## config.mk

```make
export PLATFORM = sky130hd
export DESIGN_NAME = dcmp_out_chan
export DESIGN_NICKNAME = d
export VERILOG_FILES = /design/src/rtl/dcmp_pkg.sv /design/src/rtl/dcmp_local_ctr.sv /design/src/rtl/dcmp_tb_mux.sv /design/src/rtl/dcmp_cmp_pair.sv /design/src/rtl/dcmp_out_chan.sv
export SDC_FILE = /design/constraint.sdc
export NUM_CORES = 1
export LEC_CHECK = 0
export BUFFER_PORTS_ARGS = -buffer_cell sky130_fd_sc_hd__clkbuf_2
export CELL_PAD_IN_SITES_DETAIL_PLACEMENT = 0
export CELL_PAD_IN_SITES_GLOBAL_PLACEMENT = 2
export CORE_AREA = 2 2 113 115
export CTS_CLUSTER_DIAMETER = 60
export DETAILED_ROUTE_END_ITERATION = 8
export DIE_AREA = 0 0 115 117
export PLACE_DENSITY = 0.79
export SKIP_CTS_REPAIR_TIMING = 1
export SYNTH_ARGS = -nofsm -noshare
export SYNTH_HDL_FRONTEND = slang
export SYNTH_SLANG_ARGS = --single-unit
```

## constraint.sdc

```tcl
create_clock -name clk -period 6.15 [get_ports clk]
set_input_delay 0.615 -clock clk [delete_from_list [all_inputs] [get_ports clk]]
set_output_delay 0.615 -clock clk [all_outputs]
set_load 0.03 [all_outputs]
```

## src/rtl/dcmp_pkg.sv

```systemverilog
package dcmp_pkg;
   typedef enum logic [1:0] {
      REG_CTRL = 2'd0,
      REG_A    = 2'd1,
      REG_B    = 2'd2,
      REG_STAT = 2'd3
   } reg_sel_e;

   typedef enum logic [1:0] {
      TB_BUS_A  = 2'd0,
      TB_BUS_SEC = 2'd1,
      TB_RSVD   = 2'd2,
      TB_LOCAL  = 2'd3
   } tb_sel_e;

   localparam int POL_BIT   = 0;
   localparam int FEN_BIT   = 1;
   localparam int ROUTE_BIT = 2;
   localparam int SEL_LSB   = 3;
   localparam int RUN_BIT   = 5;
   localparam int FRZ_BIT   = 6;
   localparam int FA_BIT    = 7;
   localparam int FB_BIT    = 8;
   localparam int DIV_LSB   = 9;
endpackage

```

## src/rtl/dcmp_local_ctr.sv

```systemverilog
module dcmp_local_ctr #(
   parameter int CW    = 16,
   parameter int PRE_W = 2,
   localparam int PW   = (PRE_W > 0) ? PRE_W : 1
) (
   input  logic          clk,
   input  logic          rst_n,
   input  logic          run,
   input  logic [PW-1:0] div_val,
   output logic [CW-1:0] cnt_o
);
   logic tick;

   generate
      if (PRE_W == 0) begin : g_nodiv
         logic unused_div;
         assign unused_div = ^div_val;
         assign tick = run;
      end else begin : g_div
         logic [PW-1:0] pc_q;
         always_ff @(posedge clk or negedge rst_n) begin
            if (!rst_n) begin
               pc_q <= '0;
            end else if (run) begin
               if (pc_q >= div_val) pc_q <= '0;
               else                 pc_q <= pc_q + 1'b1;
            end
         end
         assign tick = run && (pc_q >= div_val);
      end
   endgenerate

   always_ff @(posedge clk or negedge rst_n) begin
      if (!rst_n)    cnt_o <= '0;
      else if (tick) cnt_o <= cnt_o + 1'b1;
   end
endmodule

```

## src/rtl/dcmp_tb_mux.sv

```systemverilog
module dcmp_tb_mux #(
   parameter int CW            = 16,
   parameter bit RSVD_AS_LOCAL = 1'b1
) (
   input  logic [1:0]    sel,
   input  logic [CW-1:0] bus_a,
   input  logic [CW-1:0] bus_sec,
   input  logic [CW-1:0] local_cnt,
   output logic [CW-1:0] tb
);
   import dcmp_pkg::*;

   logic [CW-1:0] rsvd_src;

   generate
      if (RSVD_AS_LOCAL) begin : g_rsvd_local
         assign rsvd_src = local_cnt;
      end else begin : g_rsvd_zero
         assign rsvd_src = '0;
      end
   endgenerate

   always_comb begin
      unique case (tb_sel_e'(sel))
         TB_BUS_A:   tb = bus_a;
         TB_BUS_SEC: tb = bus_sec;
         TB_RSVD:    tb = rsvd_src;
         default:    tb = local_cnt;
      endcase
   end
endmodule

```

## src/rtl/dcmp_cmp_pair.sv

```systemverilog
module dcmp_cmp_pair #(
   parameter int CW    = 16,
   parameter int SLOTS = 2
) (
   input  logic             clk,
   input  logic             rst_n,
   input  logic             hold,
   input  logic [SLOTS-1:0] wr_sel,
   input  logic [CW-1:0]    wr_val,
   input  logic [CW-1:0]    tb,
   output logic [SLOTS-1:0] match
);
   localparam logic [CW-1:0] ZERO = '0;

   logic reload;
   assign reload = !hold && (tb == ZERO);

   for (genvar i = 0; i < SLOTS; i++) begin : g_slot
      logic [CW-1:0] hold_q;
      logic [CW-1:0] work_q;

      always_ff @(posedge clk or negedge rst_n) begin
         if (!rst_n) begin
            hold_q <= '1;
            work_q <= '1;
         end else if (!hold) begin
            if (wr_sel[i]) hold_q <= wr_val;
            if (reload)    work_q <= hold_q;
         end
      end

      assign match[i] = (tb == work_q);
   end
endmodule

```

## src/rtl/dcmp_out_chan.sv

```systemverilog
module dcmp_out_chan #(
   parameter int CW            = 16,
   parameter int PRE_W         = 2,
   parameter bit RSVD_AS_LOCAL = 1'b1
) (
   input  logic          clk,
   input  logic          rst_n,
   input  logic          wr_en,
   input  logic [1:0]    wr_addr,
   input  logic [CW-1:0] wr_data,
   input  logic [CW-1:0] bus_a_i,
   input  logic [CW-1:0] bus_sec_i,
   input  logic          frz_i,
   output logic          out_o,
   output logic          irq_o,
   output logic          trig_o
);
   import dcmp_pkg::*;

   localparam int PW        = (PRE_W > 0) ? PRE_W : 1;
   localparam int FIELD_END = DIV_LSB + PW;

   generate
      if (CW < FIELD_END) begin : g_bad_width
         $error("dcmp_out_chan: CW too narrow for control fields");
      end
   endgenerate

   logic          pol_q, fen_q, dst_q, pren_q, frzen_q;
   logic [1:0]    bsel_q;
   logic [PW-1:0] div_q;
   logic          flag_q;

   logic          frozen;
   logic          ctrl_wr, stat_clr;
   logic [1:0]    slot_wr;
   logic [1:0]    match;
   logic          evt_a, evt_b;
   logic [CW-1:0] local_cnt, tb;

   assign frozen   = frzen_q && frz_i;
   assign ctrl_wr  = wr_en && !frozen && (reg_sel_e'(wr_addr) == REG_CTRL);
   assign stat_clr = wr_en && !frozen && (reg_sel_e'(wr_addr) == REG_STAT) && wr_data[0];
   assign slot_wr[0] = wr_en && !frozen && (reg_sel_e'(wr_addr) == REG_A);
   assign slot_wr[1] = wr_en && !frozen && (reg_sel_e'(wr_addr) == REG_B);

   always_ff @(posedge clk or negedge rst_n) begin
      if (!rst_n) begin
         pol_q   <= 1'b0;
         fen_q   <= 1'b0;
         dst_q   <= 1'b0;
         bsel_q  <= 2'b00;
         pren_q  <= 1'b0;
         frzen_q <= 1'b0;
         div_q   <= '0;
      end else if (ctrl_wr) begin
         pol_q   <= wr_data[POL_BIT];
         fen_q   <= wr_data[FEN_BIT];
         dst_q   <= wr_data[ROUTE_BIT];
         bsel_q  <= wr_data[SEL_LSB +: 2];
         pren_q  <= wr_data[RUN_BIT];
         frzen_q <= wr_data[FRZ_BIT];
         div_q   <= wr_data[DIV_LSB +: PW];
      end
   end

   dcmp_local_ctr #(.CW(CW), .PRE_W(PRE_W)) u_ctr (
      .clk     (clk),
      .rst_n   (rst_n),
      .run     (pren_q && !frozen),
      .div_val (div_q),
      .cnt_o   (local_cnt)
   );

   dcmp_tb_mux #(.CW(CW), .RSVD_AS_LOCAL(RSVD_AS_LOCAL)) u_mux (
      .sel       (bsel_q),
      .bus_a     (bus_a_i),
      .bus_sec   (bus_sec_i),
      .local_cnt (local_cnt),
      .tb        (tb)
   );

   dcmp_cmp_pair #(.CW(CW), .SLOTS(2)) u_cmp (
      .clk    (clk),
      .rst_n  (rst_n),
      .hold   (frozen),
      .wr_sel (slot_wr),
      .wr_val (wr_data),
      .tb     (tb),
      .match  (match)
   );

   assign evt_a = !frozen && (match[0] || (ctrl_wr && wr_data[FA_BIT]));
   assign evt_b = !frozen && (match[1] || (ctrl_wr && wr_data[FB_BIT]));

   always_ff @(posedge clk or negedge rst_n) begin
      if (!rst_n)     out_o <= 1'b0;
      else if (evt_b) out_o <= !pol_q;
      else if (evt_a) out_o <= pol_q;
   end

   always_ff @(posedge clk or negedge rst_n) begin
      if (!rst_n)              flag_q <= 1'b0;
      else if (evt_a || evt_b) flag_q <= 1'b1;
      else if (stat_clr)       flag_q <= 1'b0;
   end

   assign irq_o  = flag_q && fen_q && !dst_q;
   assign trig_o = flag_q && fen_q && dst_q;
endmodule

```

==> impl_metrics.yaml <==
status:
  run_status: "finished clean"
power:
  power_mw: 1.793
  power_leakage_nw: 2.366
  power.switching_mw: 0.5016
  seqPwrFrac_pct: 46.2
  pwr-share-clk_pct: 31.4
  combPwrFrac_pct: 22.4
  switching_share_pct: 27.98
  irDropWorstVdd_mv: 0.1590
  p_int_mw: 1.291
  power.density_nw_per_um2: 324.9
detailed_routing:
  drt_iter0_drc: 84
  wl_per_cell_um: 17.45
  wl_met3_um: 286
  drt-total-wl_um: 9893
  drt-vias-per-instance: 5.069
  wl_met1_um: 4739
  dr_wl_met2_um: 4709
  dr.pass1.iters: 4
  drc: 0
  routed.top_layer: "met4"
  vias: 2874
  ant_nets: 0
synthesis:
  synth_cells: 353
  yosysWarnings: 0
  syn_nets: 410
  seq_area_frac_synth_pct: 49.96
  synthDistinctLibCells: 40
  ys_seq_elements: 93
  avgSynthCellArea_um2: 13.65
  synth_area_um2: 4818
finish:
  area_delta_synth_final_pct: 14.52
  nFillCells: 1149
  multi_input_area_um2: 2298
  drive_above_1_share_pct: 56.59
  nets: 469
  final_util_pct: 44.82
  fin_area_um2: 5518
  n_antenna_cell: 0
  final-seq-area_um2: 2407
  finalNonFillerCells: 567
timing:
  final_max_slew_viol_count: 0
  fin_ws_ps: 3213
  timing.fmax_mhz: 340.4
  rsz0062_at_grt: "false"
  setup_tns_ps: 0
  setup_violations: 0
  final_hold_viol_count: 0
  max_slew_margin_pct: 39.30
  hold_slack_ps: 249.6
  worst_pin_slew_ps: 910.4
  fin_skew_ps: 8.228
  layout_min_cycle_time_ps: 2937
  fin_crit_sh_pct: 47.76
cts:
  htree_levels: 3
  clk_pin_slew_worst_paths_ps: 60
  cts.sinks: 93
  cts_tree: "done"
  cts_buffers: 9
  cts_buffer_depth: 2
  root_buffer: "clkbuf_16"
  insertion_delay_ps: 340
floorplan:
  die_w_um: 115
  fp.dieH_um: 117
  io_pins: 57
  rows: 41
  coreArea_um2: 12310
  initial_utilization_pct: 39.14
  fp.dieArea_um2: 13460
setup_path:
  slowest_stage: "dfrtp_1"
  crit_required_ps: 6420
  cpPeakStageDelay_ps: 940
  critical_path_buf_inv_count: 0
  path_class: "reg -> reg"
  cp_max_fo: 32
  worstSetupStartpointType: "register"
  arrival_ps: 3200
  crit_chain: "nor4b_1, nand4_1, nand3_1, nand4_4, mux2_4"
  end_kind: "register"
  critPathTopFamily: "simple AND/OR/NAND/NOR gates"
grt:
  grt_use_total_pct: 16.14
  grt_overflow_total: 0
  grt_pass1_vias: 3141
  grt_max_degree: 55
  grt_antenna_before_repair: 0
  grt_first_pass_wirelength_um: 16280
placement:
  dp.cells: 551
  pre_cts_ws_ps: 3168
  hpwl_um: 7420
  place_congestion: 0.8341
  io_buffers: 56
  dpl_cell_area_um2: 5213
hold_path:
  hp-class: "in -> async"
job:
  maxCapViolCount: 0
==> sequential cells by signal (all words and copies together) (netlist names) <==
| register | count |
|---|---|
| u_cmp.g_slot.hold_q | 32 |
| u_cmp.g_slot.work_q | 32 |
| u_ctr.cnt_o | 16 |
| bsel_q | 2 |
| div_q | 2 |
| u_ctr.g_div.pc_q | 2 |
| dst_q | 1 |
| fen_q | 1 |
| flag_q | 1 |
| frzen_q | 1 |
| out_o | 1 |
| pol_q | 1 |
| pren_q | 1 |
==> placed cells by master (no fill, tap or decap), types with 3 or more instances in the layout <==
| master | instances |
|---|---|
| mux2_2 | 46 |
| clkbuf_2 | 55 |
| nand2_1 | 21 |
| xnor2_1 | 44 |
| nor4_1 | 14 |
| ha_1 | 3 |
| buf_4 | 3 |
| and3_1 | 3 |
| mux2_4 | 39 |
| clkbuf_16 | 9 |
| nor2_1 | 12 |
| inv_1 | 4 |
| xor2_1 | 3 |
| dfstp_2 | 64 |
| mux2i_2 | 7 |
| o21ai_0 | 6 |
| nand3_1 | 7 |
| dfrtp_1 | 29 |
| nand4_1 | 9 |
| mux2i_1 | 7 |
==> worst paths after layout <==
path	from	endpoint	slack, ps	depth (start not counted)
min in group clk	u_ctr.g_div.pc_q[0]$_DFFE_PN0P_	u_ctr.g_div.pc_q[0]$_DFFE_PN0P_	490	1
min reg2reg	u_ctr.g_div.pc_q[0]$_DFFE_PN0P_	u_ctr.g_div.pc_q[0]$_DFFE_PN0P_	490	1
max in group asynchronous	rst_n	div_q[1]$_DFFE_PN0P_	4860	2
max reg2reg	bsel_q[0]$_DFFE_PN0P_	u_cmp.g_slot[0].work_q[4]$_DFFE_PN1P_	3210	5
max	bsel_q[0]$_DFFE_PN0P_	u_cmp.g_slot[0].work_q[4]$_DFFE_PN1P_	3210	5
min	rst_n	u_ctr.cnt_o[11]$_DFFE_PN0P_	250	1
==> cell usage after synthesis (all sizes together) <==
cell	number	area share [%]
mux2	87	23
dfstp	64	35
xnor2	44	8.0
dfrtp	29	15
nand2	21	1.6
mux2i	16	4.4
nor4	15	2.1
nor2	12	0.93
nand4	10	1.6
nand3	7	0.73
buf	6	1.6
o21ai	6	0.62
inv	5	0.44
clkbuf	4	0.31
and3	3	0.39
ha	3	0.78
xor2	3	0.55
a21oi	2	0.21
nand2b	2	0.26
nor3	2	0.21
a21bo	1	0.21
a21o	1	0.16
a31oi	1	0.13
nand4b	1	0.18
nor3b	1	0.16
nor4b	1	0.18
o31ai	1	0.16
o32ai	1	0.18
or2	1	0.13
or2b	1	0.16
or3	1	0.16
or4	1	0.16
==> metal layers <==
| layer | vias up | GRT usage (%) |
|---|---|---|
| li1 | 1373 | - |
| met1 | 1436 | 21.56 |
| met2 | 53 | 26.35 |
| met4 | 0 | 6.265 |
| met3 | 12 | 2.884 |
| met5 | - | 0 |
==> power by group through the flow <==
stage	Clock, mW	Combinational (mW)	Sequential [mW]
final	0.562	0.401	0.829
after global routing	0.606	0.446	0.847
after CTS	0.581	0.409	0.832
after detailed placement	0	0.406	0.841
after global placement	0	0.399	0.836
after floorplan	0	0.321	0.807
==> final cells by class <==
| class | instances | area share [%] |
|---|---|---|
| clock inverter | 3 | 0.8163 |
| tap | 150 | 3.401 |
| clock buffer | 13 | 4.717 |
| sequential | 93 | 43.63 |
| timing repair buffer | 58 | 5.397 |
| inverter | 5 | 0.3855 |
| multi-input combinational | 245 | 41.66 |
==> logic make-up after synthesis <==
| kind of cell | share of synthesized area, % |
|---|---|
| AOI/OAI and AO/OA | 1.662 |
| xor gates and xnor gates | 8.543 |
| adders and majority gates | 0.7791 |
| buffers and inverters | 2.337 |
| DFF | 49.96 |
| muxes | 27.76 |
| and+or+nand+nor | 8.959 |
(Power assumes the default switching activity.)
